## config.mk

```make
export PLATFORM = sky130hd
export DESIGN_NAME = nand_fe
export DESIGN_NICKNAME = d
export VERILOG_FILES = /design/src/rtl/nfe_pkg.sv /design/src/rtl/nfe_sync.sv /design/src/rtl/nfe_pbuf.sv /design/src/rtl/nfe_lock.sv /design/src/rtl/nfe_ctrl.sv /design/src/rtl/nand_fe.sv
export SDC_FILE = /design/constraint.sdc
export NUM_CORES = 1
export LEC_CHECK = 0
export BUFFER_PORTS_ARGS = -buffer_cell sky130_fd_sc_hd__clkbuf_2
export CAP_MARGIN = 15
export CORE_UTILIZATION = 40
export CTS_BUF_LIST = sky130_fd_sc_hd__clkbuf_16
export DETAILED_ROUTE_END_ITERATION = 7
export GPL_TIMING_DRIVEN = 0
export HOLD_SLACK_MARGIN = 0.12
export PLACE_DENSITY = 0.54
export SETUP_SLACK_MARGIN = 0.4
export SLEW_MARGIN = 40
export SYNTH_ARGS = -nofsm -noshare
export SYNTH_HDL_FRONTEND = slang
export SYNTH_HIERARCHICAL = 1
export SYNTH_SLANG_ARGS = --single-unit
```

## constraint.sdc

```tcl
create_clock -name clk -period 3.6 [get_ports clk]
set_clock_uncertainty 0.15 [all_clocks]
set_input_delay 0.36 -clock clk [delete_from_list [all_inputs] [get_ports clk]]
set_output_delay 0.36 -clock clk [all_outputs]
set_load 0.005 [all_outputs]
```

## src/rtl/nfe_pkg.sv

```systemverilog
package nfe_pkg;

  typedef enum logic [2:0] {
    OP_NONE,
    OP_PROG,
    OP_ERASE,
    OP_READ,
    OP_UNLOCK
  } op_e;

  typedef enum logic [1:0] {
    CYC_DATA = 2'b00,
    CYC_ADDR = 2'b01,
    CYC_CMD  = 2'b10,
    CYC_BAD  = 2'b11
  } cyc_e;

  localparam logic [7:0] CMD_READ_SETUP  = 8'h00;
  localparam logic [7:0] CMD_READ_GO     = 8'h30;
  localparam logic [7:0] CMD_PROG_SETUP  = 8'h80;
  localparam logic [7:0] CMD_PROG_GO     = 8'h10;
  localparam logic [7:0] CMD_ERASE_SETUP = 8'h60;
  localparam logic [7:0] CMD_ERASE_GO    = 8'hD0;
  localparam logic [7:0] CMD_UNLOCK      = 8'h23;
  localparam logic [7:0] CMD_LOCK_ALL    = 8'h2A;

endpackage

```

## src/rtl/nfe_sync.sv

```systemverilog
module nfe_sync #(
  parameter int          W       = 8,
  parameter logic [W-1:0] RST_VAL = '0
) (
  input  logic         clk,
  input  logic         rst_n,
  input  logic [W-1:0] d,
  output logic [W-1:0] q
);

  logic [W-1:0] meta_q;
  logic [W-1:0] sync_q;

  always_ff @(posedge clk or negedge rst_n) begin
    if (!rst_n) begin
      meta_q <= RST_VAL;
      sync_q <= RST_VAL;
    end else begin
      meta_q <= d;
      sync_q <= meta_q;
    end
  end

  assign q = sync_q;

endmodule

```

## src/rtl/nfe_pbuf.sv

```systemverilog
module nfe_pbuf #(
  parameter int DATA_W = 16,
  parameter int COL_W  = 4
) (
  input  logic              clk,
  input  logic              wr_en,
  input  logic              fill,
  input  logic [COL_W-1:0]  col,
  input  logic [DATA_W-1:0] wr_data,
  output logic [DATA_W-1:0] rd_data
);

  localparam int DEPTH = 1 << COL_W;

  // Storage: no reset, contents are defined by writes or an erase fill.
  logic [DATA_W-1:0] mem [DEPTH];
  logic [DEPTH-1:0]  wsel;

  for (genvar i = 0; i < DEPTH; i++) begin : g_wsel
    assign wsel[i] = wr_en && (col == COL_W'(i));
  end

  always_ff @(posedge clk) begin
    for (int i = 0; i < DEPTH; i++) begin
      if (fill) begin
        mem[i] <= '1;
      end else if (wsel[i]) begin
        mem[i] <= wr_data;
      end
    end
  end

  assign rd_data = mem[col];

endmodule

```

## src/rtl/nfe_lock.sv

```systemverilog
module nfe_lock #(
  parameter int BLK_W = 3
) (
  input  logic             clk,
  input  logic             rst_n,
  input  logic             lock_mode,
  input  logic             wp_n,
  input  logic             lock_all,
  input  logic             unlock_hit,
  input  logic [BLK_W-1:0] unlock_blk,
  input  logic [BLK_W-1:0] sel_blk,
  output logic             locked
);

  localparam int NBLK = 1 << BLK_W;

  logic [NBLK-1:0] lock_vec;

  for (genvar b = 0; b < NBLK; b++) begin : g_blk
    logic bit_q;
    logic bit_d;

    always_comb begin
      bit_d = bit_q;
      if (lock_mode && (!wp_n || lock_all)) begin
        bit_d = 1'b1;
      end else if (lock_mode && unlock_hit && (unlock_blk == BLK_W'(b))) begin
        bit_d = 1'b0;
      end
    end

    always_ff @(posedge clk or negedge rst_n) begin
      if (!rst_n) begin
        bit_q <= 1'b1;
      end else begin
        bit_q <= bit_d;
      end
    end

    assign lock_vec[b] = bit_q;
  end

  assign locked = lock_mode & lock_vec[sel_blk];

endmodule

```

## src/rtl/nfe_ctrl.sv

```systemverilog
module nfe_ctrl
  import nfe_pkg::*;
#(
  parameter int DATA_W   = 16,
  parameter int COL_W    = 4,
  parameter int BLK_W    = 3,
  parameter int BUSY_CYC = 8
) (
  input  logic              clk,
  input  logic              rst_n,
  input  logic              ce_n,
  input  logic              cle,
  input  logic              ale,
  input  logic              wp_n,
  input  logic [DATA_W-1:0] io_data,
  input  logic              we_rise,
  input  logic              re_fall,
  input  logic              re_rise,
  input  logic              blk_locked,
  input  logic [DATA_W-1:0] rd_data,
  output logic              busy,
  output logic [COL_W-1:0]  col,
  output logic [BLK_W-1:0]  blk,
  output logic              wr_en,
  output logic              fill,
  output logic              unlock_hit,
  output logic [BLK_W-1:0]  unlock_blk,
  output logic              lock_all,
  output logic [DATA_W-1:0] io_q,
  output logic              oe_q
);

  localparam int CNT_W = $clog2(BUSY_CYC + 1);
  localparam logic [CNT_W-1:0] CNT_LOAD = CNT_W'(BUSY_CYC);

  op_e               op_q, op_d;
  logic [1:0]        acnt_q, acnt_d;
  logic [COL_W-1:0]  col_q, col_d;
  logic [BLK_W-1:0]  blk_q, blk_d;
  logic [CNT_W-1:0]  cnt_q, cnt_d;
  logic [DATA_W-1:0] io_d;
  logic              oe_d;
  logic [7:0]        cmd;
  logic              pe_ok;

  assign busy       = (cnt_q != '0);
  assign cmd        = io_data[7:0];
  assign unlock_blk = io_data[BLK_W-1:0];
  assign pe_ok      = wp_n && !blk_locked;

  always_comb begin
    op_d       = op_q;
    acnt_d     = acnt_q;
    col_d      = col_q;
    blk_d      = blk_q;
    io_d       = io_q;
    oe_d       = oe_q;
    cnt_d      = busy ? (cnt_q - CNT_W'(1)) : cnt_q;
    wr_en      = 1'b0;
    fill       = 1'b0;
    unlock_hit = 1'b0;
    lock_all   = 1'b0;

    if (re_rise || ce_n) begin
      oe_d = 1'b0;
    end

    if (!busy) begin
      if (ce_n) begin
        op_d   = OP_NONE;
        acnt_d = 2'd0;
      end else if (we_rise) begin
        case (cyc_e'({cle, ale}))
          CYC_CMD: begin
            acnt_d = 2'd0;
            op_d   = OP_NONE;
            case (cmd)
              CMD_READ_SETUP:  op_d = OP_READ;
              CMD_PROG_SETUP:  op_d = OP_PROG;
              CMD_ERASE_SETUP: op_d = OP_ERASE;
              CMD_UNLOCK:      op_d = OP_UNLOCK;
              CMD_LOCK_ALL:    lock_all = 1'b1;
              CMD_PROG_GO: begin
                if (op_q == OP_PROG && pe_ok) begin
                  cnt_d = CNT_LOAD;
                end
              end
              CMD_ERASE_GO: begin
                if (op_q == OP_ERASE && pe_ok) begin
                  cnt_d = CNT_LOAD;
                  fill  = 1'b1;
                end
              end
              CMD_READ_GO: begin
                if (op_q == OP_READ) begin
                  cnt_d = CNT_LOAD;
                end
              end
              default: ;
            endcase
          end
          CYC_ADDR: begin
            if (acnt_q == 2'd0) begin
              col_d = io_data[COL_W-1:0];
            end else if (acnt_q == 2'd1) begin
              blk_d      = io_data[BLK_W-1:0];
              unlock_hit = (op_q == OP_UNLOCK);
            end
            if (acnt_q != 2'd2) begin
              acnt_d = acnt_q + 2'd1;
            end
          end
          CYC_DATA: begin
            wr_en = 1'b1;
            col_d = col_q + COL_W'(1);
          end
          default: ;
        endcase
      end else if (re_fall) begin
        io_d  = rd_data;
        oe_d  = 1'b1;
        col_d = col_q + COL_W'(1);
      end
    end
  end

  always_ff @(posedge clk or negedge rst_n) begin
    if (!rst_n) begin
      op_q   <= OP_NONE;
      acnt_q <= 2'd0;
      col_q  <= '0;
      blk_q  <= '0;
      cnt_q  <= '0;
      io_q   <= '0;
      oe_q   <= 1'b0;
    end else begin
      op_q   <= op_d;
      acnt_q <= acnt_d;
      col_q  <= col_d;
      blk_q  <= blk_d;
      cnt_q  <= cnt_d;
      io_q   <= io_d;
      oe_q   <= oe_d;
    end
  end

  assign col = col_q;
  assign blk = blk_q;

endmodule

```

## src/rtl/nand_fe.sv

```systemverilog
module nand_fe #(
  parameter int DATA_W   = 16,
  parameter int COL_W    = 4,
  parameter int BLK_W    = 3,
  parameter int BUSY_CYC = 8
) (
  input  logic              clk,
  input  logic              rst_n,
  input  logic              ce_n,
  input  logic              cle,
  input  logic              ale,
  input  logic              we_n,
  input  logic              re_n,
  input  logic              wp_n,
  input  logic              lock_en,
  input  logic [DATA_W-1:0] io_in,
  output logic [DATA_W-1:0] io_out,
  output logic              io_oe,
  output logic              rdy
);

  localparam int SW = DATA_W + 7;
  // Idle levels: lock_en 0, wp_n 1, re_n 1, we_n 1, ale 0, cle 0, ce_n 1.
  localparam logic [SW-1:0] SYNC_RST = {7'b0111001, {DATA_W{1'b0}}};

  logic              rst_m_q;
  logic              rst_s_n;
  logic [SW-1:0]     sync_q;
  logic              lock_en_s, wp_n_s, re_s, we_s, ale_s, cle_s, ce_n_s;
  logic [DATA_W-1:0] io_s;
  logic              we_p, re_p;
  logic              we_rise, re_fall, re_rise;
  logic              busy, wr_en, fill, unlock_hit, lock_all, blk_locked, oe_q;
  logic [COL_W-1:0]  col;
  logic [BLK_W-1:0]  blk, unlock_blk;
  logic [DATA_W-1:0] rd_data, io_q;

  // Reset: asserted asynchronously, released on the clock.
  always_ff @(posedge clk or negedge rst_n) begin
    if (!rst_n) begin
      rst_m_q <= 1'b0;
      rst_s_n <= 1'b0;
    end else begin
      rst_m_q <= 1'b1;
      rst_s_n <= rst_m_q;
    end
  end

  nfe_sync #(.W(SW), .RST_VAL(SYNC_RST)) u_sync (
    .clk   (clk),
    .rst_n (rst_s_n),
    .d     ({lock_en, wp_n, re_n, we_n, ale, cle, ce_n, io_in}),
    .q     (sync_q)
  );

  assign {lock_en_s, wp_n_s, re_s, we_s, ale_s, cle_s, ce_n_s, io_s} = sync_q;

  always_ff @(posedge clk or negedge rst_s_n) begin
    if (!rst_s_n) begin
      we_p <= 1'b1;
      re_p <= 1'b1;
    end else begin
      we_p <= we_s;
      re_p <= re_s;
    end
  end

  assign we_rise = we_s & ~we_p;
  assign re_fall = ~re_s & re_p;
  assign re_rise = re_s & ~re_p;

  nfe_ctrl #(
    .DATA_W   (DATA_W),
    .COL_W    (COL_W),
    .BLK_W    (BLK_W),
    .BUSY_CYC (BUSY_CYC)
  ) u_ctrl (
    .clk        (clk),
    .rst_n      (rst_s_n),
    .ce_n       (ce_n_s),
    .cle        (cle_s),
    .ale        (ale_s),
    .wp_n       (wp_n_s),
    .io_data    (io_s),
    .we_rise    (we_rise),
    .re_fall    (re_fall),
    .re_rise    (re_rise),
    .blk_locked (blk_locked),
    .rd_data    (rd_data),
    .busy       (busy),
    .col        (col),
    .blk        (blk),
    .wr_en      (wr_en),
    .fill       (fill),
    .unlock_hit (unlock_hit),
    .unlock_blk (unlock_blk),
    .lock_all   (lock_all),
    .io_q       (io_q),
    .oe_q       (oe_q)
  );

  nfe_pbuf #(.DATA_W(DATA_W), .COL_W(COL_W)) u_pbuf (
    .clk     (clk),
    .wr_en   (wr_en),
    .fill    (fill),
    .col     (col),
    .wr_data (io_s),
    .rd_data (rd_data)
  );

  nfe_lock #(.BLK_W(BLK_W)) u_lock (
    .clk        (clk),
    .rst_n      (rst_s_n),
    .lock_mode  (lock_en_s),
    .wp_n       (wp_n_s),
    .lock_all   (lock_all),
    .unlock_hit (unlock_hit),
    .unlock_blk (unlock_blk),
    .sel_blk    (blk),
    .locked     (blk_locked)
  );

  assign io_out = io_q;
  assign io_oe  = oe_q;
  assign rdy    = ~busy;

endmodule

```

# Yosys cells after proc, flatten, opt, wreduce, memory -nomap -nowiden

Memories as Yosys holds them, arrays and structs flattened. A register that Yosys moved wholly into a read port is not among the register bits.
Cells that the tools add are included.

Multiplexer cells: 131
Bitwise operators: 27
Magnitude comparators: 1
Equality and inequality tests: 40
Add/sub/neg operators: 3
Reduce and logical (&&, ||, !) cells: 57

Operator list:

| operator                                                         | count |
|---|---|
| 16-bit 2-to-1 mux                                                | 16 |
| 1-bit 2-to-1 mux                                                 | 93 |
| 4-bit 2-to-1 mux                                                 | 11 |
| 4-bit == test (second input constant)                            | 8 |
| 1-bit logical AND                                                | 29 |
| 8-bit by 6-bit == test with 1-bit output (second input constant) | 3 |
| 2-bit nonzero test                                               | 11 |
| 4-bit by 3-bit == test with 1-bit output (second input constant) | 4 |
| 8-bit == test (second input constant)                            | 2 |
| 1-bit OR                                                         | 16 |
| 3-bit == test (second input constant)                            | 5 |
| 3-bit by 2-bit == test with 1-bit output (second input constant) | 4 |
| 3-bit case mux with 4 select lines                               | 1 |
| 4-bit case mux with 3 select lines                               | 1 |
| 3-bit 2-to-1 mux                                                 | 3 |
| 4-bit by 2-bit == test with 1-bit output (second input constant) | 2 |
| 8-bit by 5-bit == test with 1-bit output (second input constant) | 1 |
| 8-bit by 7-bit == test with 1-bit output (second input constant) | 1 |
| 8-bit logical NOT                                                | 1 |
| 4-bit case mux with 2 select lines                               | 1 |
| 4-bit AND reduction                                              | 2 |
| 1-bit inverter                                                   | 7 |
| 3-bit by 1-bit == test with 1-bit output (second input constant) | 2 |
| 2-bit 2-to-1 mux                                                 | 3 |
| 23 further kinds                                                 | 32 |

Register bits after elaboration: 75
Bits in writable memories: 256
Output and inout bits: 18
Memories kept: 1
Word-level logic and storage cells: 280

Memory list:

| memory     | words | width | read ports | clocked after Yosys merged registers in | wr ports | RTL line       | RTL |
|---|---|---|---|---|---|---|---|
| u_pbuf.mem | 16    | 16    | 1          | 1                                       | 16       | nfe_pbuf.sv:16 | `logic [DATA_W-1:0] mem [DEPTH];` |

# Longest topological paths before layout

Gate-level depths: netlist of the first run.

Depth in word-level cells: 15
Mapped depth: 10
Depth with buffers taken out: 10

# Modules after synthesis

Netlist of the first run, hierarchy kept.

Modules (own cells, without submodules):

| module   | instances | cells an instance | area each (µm²) | seq. area each (µm²) |
|---|---|---|---|---|
| nfe_pbuf | 1         | 730               | 11,695.0        | 7,687.4 |
| nfe_ctrl | 1         | 153               | 1,736.7         | 825.8 |
| nfe_sync | 1         | 46                | 1,161.1         | 1,161.1 |
| nfe_lock | 1         | 38                | 394.1           | 210.2 |
| nand_fe  | 1         | 9                 | 131.4           | 102.6 |

# Least setup slack after synthesis of the first run

OpenSTA, ideal clock, no wires.

Path kind: reg2reg
Start: register u_ctrl.blk_q[2] (netlist: u_ctrl/blk[2])
End: memory u_pbuf.mem[0][0], enable pin
Clock period less this slack: 3,223 ps
Stages on the path, launching flop included: 9
Slack: 377 ps
Arrival: 2,734 ps
Buffers on the path: 2
Path through: dfrtp_1 mux4_1 nor2_1 a311oi_1 or4b_1 nor4_1 buf_2 clkbuf_1 a31o_2

RTL lines:

| what                   | RTL line        | RTL |
|---|---|---|
| start, declared        | nfe_ctrl.sv:39  | `logic [BLK_W-1:0] blk_q, blk_d;` |
| start signal, assigned | nfe_ctrl.sv:140 | `blk_q <= blk_d;` |
| end, declared          | nfe_pbuf.sv:16  |  |

==> run_results.csv, run 1 <==
group,metric,value,unit
yosys,synth_top_cells_by_area,"edfxtp_1, dfrtp_1, mux4_2",
cells_and_area,antenna_cells,0,
place,dp_worst_setup_slack,-0.599,ns
clocking,cts-root-buf,"clkbuf_16",
route,routedWlPerCell,22.8,µm
die,die_w,196,µm
die,ios,43,
place,place_area,0.0160,mm²
yosys,synth_top_flop_cell,"edfxtp_1",
timing,fin_crit,3.16,ns
yosys,synth_fp_nets,1006,
route,wl,37600,µm
clocking,clk_pin_slew_worst_paths,0.06,ns
setup_path,cp.required,3.84,ns
grt,grt_max_degree,36,
route,drt_pass1_iterations,6,
die,dieArea,0.0386,mm²
grt,grt_remaining_overflow,0,
run_status,status,"completed",
cells_and_area,drive_above_1_share,40.6,%
grt,grt_antenna_before_repair,0,
hold_path,holdCritPathClass,"reg -> async",
clocking,cts_inserted_buffers,39,
setup_path,r2r_slack,0.44,ns
power,power.density,564,mW/mm²
timing,timing.hold.ws,0.140,ns
yosys,ys_seq_elements,347,
timing,tightest_slew,0.890,ns
timing,rsz0062_at_grt,"yes",
setup_path,crit_arrival,3.41,ns
setup_path,path_class,"reg -> reg",
timing,maxSlewViolCount,0,
cells_and_area,final_cells,1653,
cells_and_area,syn_to_final_growth,20.5,%
place,portBuffers,42,
setup_path,r2r-end,"u_pbuf/mem[7][14]",
run,max-cap-violations,0,
setup_path,worst_r2r_startpoint,"u_ctrl/blk[2]",
power,vdd_drop_max,0.377,mV
clocking,cts_tree,"built",
setup_path,crit_path_end_kind,"flip-flop",
yosys,synth_edf_count,256,
setup_path,startpoint_type,"flip-flop",
yosys,yosys.area.top_type_share,50.8,%
route,route.detailed.drc,0,
place,dpl.cell_count,1524,
grt,grt_pass1_wl,56500,µm
grt,grt_pass1_vias,9095,
yosys,yosysSeqAreaShare,66.1,%
yosys,ys_warn_count,6,
setup_path,rr_worst_depth,10,
cells_and_area,final_nets,1149,
cells_and_area,stdcell_area,0.0182,mm²
place,place.gp.congestion,0.818,
die,die_h,196,µm
timing,min_period_over_period,87.8,%
route,drtIter0Drc,571,
power,power.leakage,6.92,nW
yosys,synthCells,976,
die,start_util,41.0,%
clocking,cts_num_sinks,347,
yosys,ys_async_sr_fraction,26.2,%
die,std_cell_rows,70,
clocking,clock_latency,0.54,ns
route,routed_via_density,5.18,
yosys,syn_avg_cell_area,15.5,µm²
setup_path,critPathMaxFanout,10,
clocking,h-tree-depth,2,
yosys,synth.largest_area_cell,"edfxtp_1",
yosys,yosysMostFrequentCell,"edfxtp_1",
clocking,cts_buffer_depth,3,
die,core,0.0369,mm²
timing,setup_viol,0,
place,hpwlAfterDp,24900,µm
timing,hold_viol,0,
timing,max_freq,316,MHz
timing,slew-limit-headroom,40.7,%
yosys,ys_types,63,
route,ant_nets,0,
yosys,syn_area,0.0151,mm²
yosys,synth_common_cells,"edfxtp_1, or2_2, nand2b_1",
timing,worst_slack,0.438,ns
grt,grt_util_all_layers,20.2,%
route,vias,8568,
## state kept, by name, summed over array words and instances, names as in the netlist, 2 cells and up
signal / count
u_ctrl/acnt_q: 2
u_ctrl/blk: 3
u_ctrl/cnt_q: 4
u_ctrl/col: 4
u_ctrl/io_q: 16
u_ctrl/op_q: 3
u_lock/g_blk.bit_q: 8
u_pbuf/mem: 256
u_sync/meta_q: 23
u_sync/q: 23
## metal layers
metal  GRT usage (%)  share of wire [%]  vias to the layer above
li1                -                  -                     3916
met3            3.20                4.3                       48
met4            5.79                2.0                        0
met2            35.0                 51                      204
met1            26.2                 42                     4400
met5               0                  0                        -
## worst max-delay path, cell delays in order, from the launching register on
cell,delay (ns)
dfrtp_2,0.40
mux4_2,0.50
nor2_1,0.10
a311oi_1,0.06
or4b_4,0.53
nor4_4,0.37
buf_6,0.20
and4bb_4,0.29
and2b_4,0.20
buf_6,0.15
nand2b_1,0.07
## layout make-up
| type | instances | area (µm²) |
|---|---|---|
| clock inverters | 31 | 221 |
| clock buffers | 40 | 1000 |
| fillers | 3119 | 18700 |
| flip-flops and latches | 347 | 9990 |
| repair buffers | 101 | 878 |
| plain buffers | 68 | 433 |
| multi-input cells | 547 | 5000 |
| inverters | 15 | 56.3 |
| well taps | 504 | 631 |
## how the worst max path moves through the flow
stage | start | cells past startpoint | end
after floorplan | u_ctrl/blk[2] | 8 | u_pbuf/mem[0][0]
final | u_ctrl/blk[2] | 10 | u_pbuf/mem[7][14]
after global placement | u_ctrl/blk[2] | 10 | u_pbuf/mem[5][9]
after detailed placement | u_ctrl/blk[2] | 10 | u_pbuf/mem[5][4]
after global routing | u_ctrl/blk[2] | 10 | u_pbuf/mem[7][14]
after CTS | u_ctrl/blk[2] | 10 | u_pbuf/mem[7][14]
## cell families after synthesis
logic type	share of synthesized area, %
AO/OA/AOI/OAI	4.33
XOR/XNOR	0.116
adder cells (fa/ha/maj)	0.414
buffers and inverters	2.66
flip-flops	66.1
multiplexers	11.5
other	0.0248
AND/OR/NAND/NOR	14.9
## report_power, final
part	switching (W)	total, W	leakage, nW	internal (W)
Sequential	0.000169	0.00455	4.07	0.00438
Combinational	0.00118	0.00191	2.20	0.000730
Clock	0.00158	0.00380	0.641	0.00223
Total	0.00293	0.0103	6.92	0.00734
## layout by cell type, fill, tap and decap left out, types with 4 or more instances in the layout
master | netlist | final
mux4_2 | 64 | 65
clkinv_2 | 0 | 7
mux2i_1 | 4 | 4
nand3_1 | 8 | 8
buf_12 | 0 | 13
nor2b_1 | 7 | 6
buf_2 | 13 | 12
clkbuf_2 | 0 | 43
mux2_2 | 20 | 20
nand2_1 | 42 | 33
inv_1 | 14 | 24
nor2_1 | 10 | 9
clkbuf_1 | 41 | 29
a41o_4 | 0 | 4
dfstp_2 | 18 | 18
nand2_2 | 0 | 6
buf_6 | 7 | 11
ha_1 | 5 | 5
a31o_4 | 0 | 12
edfxtp_1 | 256 | 256
o21ai_0 | 11 | 11
a22oi_1 | 34 | 34
dlygate4sd3_1 | 0 | 25
clkinv_1 | 0 | 9
or3_1 | 17 | 17
nand2b_1 | 98 | 98
buf_4 | 6 | 30
a21oi_1 | 4 | 4
dfrtp_1 | 73 | 71
clkbuf_16 | 0 | 40
or2_2 | 145 | 145
## what timing repair did
item	CTS	global route
setup endpoints to repair	512	375
buffers inserted	26	6
hold buffers	25	0
gates cloned	1	0
pin swaps	3	2
resized for setup	50	41
hold endpoints to repair	25	0
## through the flow
stage	setup TNS, ns	total power (W)	util (%)
final	0	0.0103	49.4
after global routing	0	0.0107	49.4
after CTS	0	0.0103	48.9
after detailed placement	-122.43	0.00643	43.4
after global placement	-185.86	0.00640	43.3
after floorplan	0	0.00579	-
Note: power is estimated with default switching activity, not from simulation.
==> run 2: changes to the inputs <==
Settings changed: ABC_AREA from default to 1, CORE_ASPECT_RATIO from default to 0.7, PLACE_DENSITY 0.54 to 0.6.
==> run_results.csv, run 2 <==
group,metric,value,unit
run_status,status,"completed",
power,vdd_drop_max,0.487,mV
timing,rsz0062_at_grt,"no",
yosys,syn_avg_cell_area,9.18,µm²
cells_and_area,drive_above_1_share,14.3,%
setup_path,r2r_slack,0.57,ns
route,drt_pass1_iterations,6,
grt,grt_antenna_before_repair,0,
grt,grt_remaining_overflow,0,
timing,hold_viol,0,
timing,tightest_slew,0.861,ns
yosys,yosysMostFrequentCell,"nand2_1",
timing,max_freq,330,MHz
clocking,cts_tree,"built",
cells_and_area,stdcell_area,0.0189,mm²
setup_path,worst_r2r_startpoint,"u_ctrl/cnt_q[0]",
clocking,clk_pin_slew_worst_paths,0.06,ns
setup_path,critPathSlowestCell,"dfrtp_1",
grt,grt_pass1_vias,11200,
timing,finalSetupTns,0,ns
setup_path,path_class,"reg -> reg",
cells_and_area,multiInputGateArea,0.00532,mm²
place,portBuffers,42,
die,dieArea,0.0411,mm²
setup_path,critPathMaxStageDelay,0.38,ns
yosys,synth_fp_nets,1785,
route,ant_nets,0,
clocking,h-tree-depth,2,
setup_path,critPathLaunch,"u_ctrl/cnt_q[0]",
timing,timing.hold.ws,0.127,ns
setup_path,startpoint_type,"flip-flop",
route,wl,44200,µm
cells_and_area,final_cells,2452,
yosys,syn_area,0.0161,mm²
cells_and_area,final_common_cell,"nand2_1",
clocking,cts_num_sinks,347,
setup_path,crit_arrival,3.14,ns
yosys,synth_top_flop_cell,"edfxtp_1",
yosys,yosys.area.top_type_share,47.7,%
yosys,ys_types,38,
die,ios,43,
cells_and_area,layout_common_cells,"nand2_1, edfxtp_1, inv_1",
clocking,cts-root-buf,"clkbuf_16",
clocking,cts_buffer_depth,3,
cells_and_area,num-fill-cells,3806,
setup_path,cp.required,3.70,ns
timing,maxSlewViolCount,0,
yosys,ys_warn_count,6,
route,vias,12100,
timing,worst_slack,0.565,ns
setup_path,crit_path_end_kind,"flip-flop",
clocking,cts_inserted_buffers,36,
timing,slew-limit-headroom,42.6,%
place,place_area,0.0173,mm²
die,std_cell_rows,61,
route,drtIter0Drc,1767,
setup_path,crit_path_end,"u_pbuf/mem[4][4]",
place,place.gp.congestion,0.951,
grt,grt_pass1_wl,66700,µm
yosys,synth_common_cells,"nand2_1, edfxtp_1, inv_1",
run,max-cap-violations,0,
route,routedWlPerCell,18.0,µm
hold_path,holdCritPathClass,"reg -> async",
timing,fin_crit,3.03,ns
die,die_w,242,µm
power,power.density,548,mW/mm²
timing,setup_viol,0,
yosys,ys_seq_elements,347,
setup_path,rr_worst_depth,12,
route,routed_via_density,4.95,
place,dpl.cell_count,2344,
route,route.detailed.drc,0,
timing,min_period_over_period,84.3,%
die,die_h,170,µm
setup_path,r2r-end,"u_pbuf/mem[4][4]",
die,start_util,40.6,%
power,power.leakage,8.44,nW
place,hpwlAfterDp,31800,µm
cells_and_area,regMostFlops,"u_pbuf/mem",
setup_path,crit_top_cell,"buf_6",
yosys,synthCells,1755,
place,dp_worst_setup_slack,-0.515,ns
die,core,0.0397,mm²
grt,grt_max_degree,44,
setup_path,critPathMaxFanout,10,
yosys,yosysSeqAreaShare,62.0,%
yosys,synth_top_cells_by_area,"edfxtp_1, nand2_1, dfrtp_1",
cells_and_area,antenna_cells,0,
yosys,synth_edf_count,256,
cells_and_area,seq_area,0.00999,mm²
cells_and_area,largest_register_ff_count,256,
yosys,ys_async_sr_fraction,26.2,%
cells_and_area,final_nets,1919,
setup_path,cp_cell_sequence,"inv_1 -> ha_1 -> nand3_4 -> clkinv_4 -> nand3_1 -> nor3_4 -> buf_6 -> buf_8 -> clkinvlp_4 -> buf_6 -> o21ai_4 -> buf_6",
cells_and_area,syn_to_final_growth,17.5,%
clocking,clock_latency,0.55,ns
yosys,synth.largest_area_cell,"edfxtp_1",
grt,grt_util_all_layers,21.9,%
==> run 2: how the worst min path moves through the flow <==
| stage | from | end | slack [ns] | cells after the start |
|---|---|---|---|---|
| after CTS | rst_s_n | u_sync/meta_q[11] | 0.13 | 1 |
| final | rst_s_n | u_sync/meta_q[11] | 0.13 | 1 |
| after global placement | rst_n | rst_s_n | -0.004 | 1 |
| after floorplan | rst_n | rst_m_q | -0.09 | 0 |
| after detailed placement | rst_s_n | u_sync/meta_q[9] | -0.008 | 0 |
| after global routing | rst_s_n | u_sync/q[12] | 0.16 | 1 |
==> run 2: what timing repair did <==
item                                    4_1_cts  5_1_grt
hold buffers                                 26        0
resized for setup                            15       10
endpoints found under the hold margin        33        0
buffers inserted                              5       10
gates cloned                                  0        1
pin swaps                                     2        5
endpoints found under the setup margin      285      282
==> run 2: cell type report <==
| cell class | count | share of cell area (%) |
|---|---|---|
| tap | 535 | 3.54 |
| clock inverter | 29 | 0.879 |
| multi-input combinational | 1203 | 28.1 |
| clock buffer | 37 | 4.89 |
| timing repair buffer | 96 | 4.32 |
| inverter | 117 | 2.38 |
| sequential | 347 | 52.8 |
| buffer | 88 | 3.09 |
==> run 2: worst max-delay path: cells and delay by family (launching register included) <==
| kind | cells | cell delay [ns] |
|---|---|---|
| buffers and inverters | 7 | 1.14 |
| and+or+nand+nor | 3 | 0.66 |
| DFF | 1 | 0.38 |
| adders and majority gates | 1 | 0.24 |
| AOI/OAI and AO/OA | 1 | 0.15 |
==> run 2: cells by family after synthesis <==
group	Yosys count	share of synthesized area, %
XOR/XNOR	1	0.0544
AO/OA/AOI/OAI	59	2.25
AND/OR/NAND/NOR	1137	29.0
other	1	0.0233
adder cells (fa/ha/maj)	5	0.388
buffers and inverters	205	6.24
flip-flops	347	62.0
==> run 2: where the power goes <==
part	switching [W]	internal, W
clock	0.00156	0.00194
sequential	0.000160	0.00441
combinational	0.00169	0.000603
==> run 2: layer usage <==
metal  vias to the layer above  share of wire [%]  GRT usage, %
li1                       5792                  -             -
met1                      5794                 49          34.9
met2                       487                 40          30.5
met3                        53                9.6          3.77
met4                         0                1.5          4.82
met5                         -                  0             0
==> run 2: stage by stage <==
step / util (%) / total power, W
2_1_floorplan: - / 0.00604
3_3_place_gp: 42.8 / 0.00678
3_5_place_dp: 43.5 / 0.00686
4_1_cts: 47.2 / 0.0104
5_1_grt: 47.7 / 0.0108
6_report: 47.7 / 0.0104
==> run 3: changes to the inputs <==
Clock period 3.6 ns to 3.1 ns, I/O delays scaled along.
==> run_results.csv, run 3 (synthesis gave the netlist of run 2 again) <==
group,metric,value,unit
power,power,0.0123,W
clocking,cts_inserted_buffers,36,
grt,use_met2,32.9,%
die,std_cell_rows,61,
cells_and_area,fin_util,49.8,%
timing,min_period_over_period,90.5,%
die,dieArea,0.0411,mm²
timing,max_freq,356,MHz
cells_and_area,seq_area,0.00999,mm²
grt,grt_util_all_layers,23.2,%
die,die_w,242,µm
cells_and_area,final_cells,2512,
clocking,cts-root-buf,"clkbuf_16",
run_status,status,"completed",
place,hpwlAfterDp,31600,µm
setup_path,critPathMaxFanout,8,
cells_and_area,drive_above_1_share,17.1,%
die,start_util,40.6,%
power,power.leakage,8.83,nW
timing,fin_crit,2.81,ns
timing,tightest_slew,0.919,ns
hold_path,holdCritPathClass,"reg -> async",
route,drt_pass1_iterations,5,
setup_path,rr_worst_depth,19,
setup_path,cp.required,3.21,ns
power,pwr-share-seq,43.1,%
cells_and_area,syn_to_final_growth,22.7,%
setup_path,crit_arrival,2.91,ns
power,power.density,621,mW/mm²
route,drtIter0Drc,1359,
setup_path,r2r_slack,0.29,ns
route,routedWlPerCell,18.9,µm
route,wl,47600,µm
power,p_sw_share,33.2,%
setup_path,path_class,"reg -> reg",
cells_and_area,antenna_cells,0,
power,vdd_drop_max,0.489,mV
cells_and_area,layout_common_cells,"nand2_1, edfxtp_1, inv_1",
route,ant_nets,0,
clocking,cts_buffer_depth,3,
timing,hold_viol,0,
cells_and_area,num-fill-cells,3655,
place,place.gp.congestion,0.875,
clocking,cts_tree,"built",
clocking,clock_latency,0.54,ns
setup_path,crit_path_end_kind,"flip-flop",
die,ios,43,
grt,grt_pass1_vias,11700,
route,vias,12600,
grt,grt_pass1_wl,70900,µm
grt,grt_max_degree,41,
timing,maxSlewViolCount,0,
power,clock_power_share,33.9,%
timing,rsz0062_at_grt,"yes",
cells_and_area,largest_register_ff_count,256,
cells_and_area,final_nets,1979,
cells_and_area,multiInputGateArea,0.00547,mm²
grt,use_met3,6.51,%
die,core,0.0397,mm²
power,intPower,0.00819,W
run,max-cap-violations,0,
place,portBuffers,42,
cells_and_area,final_common_cell,"nand2_1",
route,routed_via_density,5.03,
grt,grt_remaining_overflow,0,
timing,timing.hold.ws,0.126,ns
clocking,cts_num_sinks,347,
grt,grt_antenna_before_repair,0,
route,route.detailed.drc,0,
power,power_switching,0.00408,W
power,p_comb_share,23.0,%
die,die_h,170,µm
place,dpl.cell_count,2334,
grt,grtUsageMet1,34.8,%
clocking,clk_pin_slew_worst_paths,0.06,ns
timing,setup_viol,0,
setup_path,startpoint_type,"flip-flop",
clocking,h-tree-depth,2,
grt,grt_most_used_layer,"met1",
cells_and_area,regMostFlops,"u_pbuf/mem",
timing,slew-limit-headroom,38.7,%
run 3: changes by cell type in the layout (fill, tap and decap cells not counted), sizes merged:
cell,previous run,this run
bufinv,1,2
buf,85,138
clkinv,13,16
nand2,1038,1039
inv,130,126
o21ai,52,58
run 3: metal layers:
layer / vias to the layer above / wire (µm)
li1: 5930 / -
met1: 6051 / 22200
met2: 592 / 19300
met3: 63 / 5220
met4: 0 / 831
met5: - / 0
run 3: what timing repair did:
action                                  4_1_cts  5_1_grt
cloned                                        9        3
resized for setup                            34       42
endpoints found under the hold margin        39        0
hold buffers                                 26        0
endpoints found under the setup margin      512      494
pin swaps                                    28       13
buffers inserted                             59       15
run 3: area by class of cell:
cell class | instances | share of cell area, %
Inverter | 117 | 2.28
Sequential cell | 347 | 50.6
Timing Repair Buffer | 149 | 7.20
Tap cell | 535 | 3.39
Multi-Input combinational cell | 1210 | 27.6
Clock buffer | 37 | 4.68
Clock inverter | 29 | 0.930
Buffer | 88 | 3.32
run 3: power by group through the flow:
| stage | registers (W) | clock network (W) | logic [W] |
|---|---|---|---|
| 2_1_floorplan | 0.00536 | 0 | 0.00169 |
| 3_3_place_gp | 0.00539 | 0 | 0.00255 |
| 3_5_place_dp | 0.00538 | 0 | 0.00260 |
| 4_1_cts | 0.00529 | 0.00422 | 0.00270 |
| 5_1_grt | 0.00531 | 0.00442 | 0.00303 |
| 6_report | 0.00529 | 0.00416 | 0.00282 |
run 3: metrics by stage:
step	instance area [µm²]	TNS [ns]	setup WS (ns)
floorplan	16300	0	0.338
detailed placement	17200	-36.01	-0.228
global placement	17200	-24.10	-0.150
finish	19800	0	0.293
global route	19800	0	0.107
CTS	19500	0	0.314
run 3: worst max-delay path, stage by stage, from the launching register on:
cell	delay (ns)
dfrtp_2	0.40
buf_4	0.12
nand2_1	0.04
nand3_1	0.07
nand2_1	0.05
nor2_1	0.10
nor2_1	0.05
nor2_1	0.12
inv_1	0.07
nor2_1	0.11
nand2_1	0.09
nor3_2	0.18
buf_6	0.14
buf_12	0.10
clkinvlp_4	0.07
buf_6	0.12
buf_16	0.14
buf_16	0.16
buf_12	0.13
nand2_8	0.09
run 3: worst paths after layout:
kind	startpoint	to
worst max-delay path	u_ctrl/blk[0]	u_pbuf/mem[3][10]
worst min-delay path	rst_s_n	u_sync/q[12]
worst max register to register	u_ctrl/blk[0]	u_pbuf/mem[3][10]
worst min register to register	rst_s_n	u_sync/q[12]
max in group asynchronous	rst_s_n	u_sync/meta_q[8]
min in group clk	u_sync/meta_q[0]	u_sync/q[0]
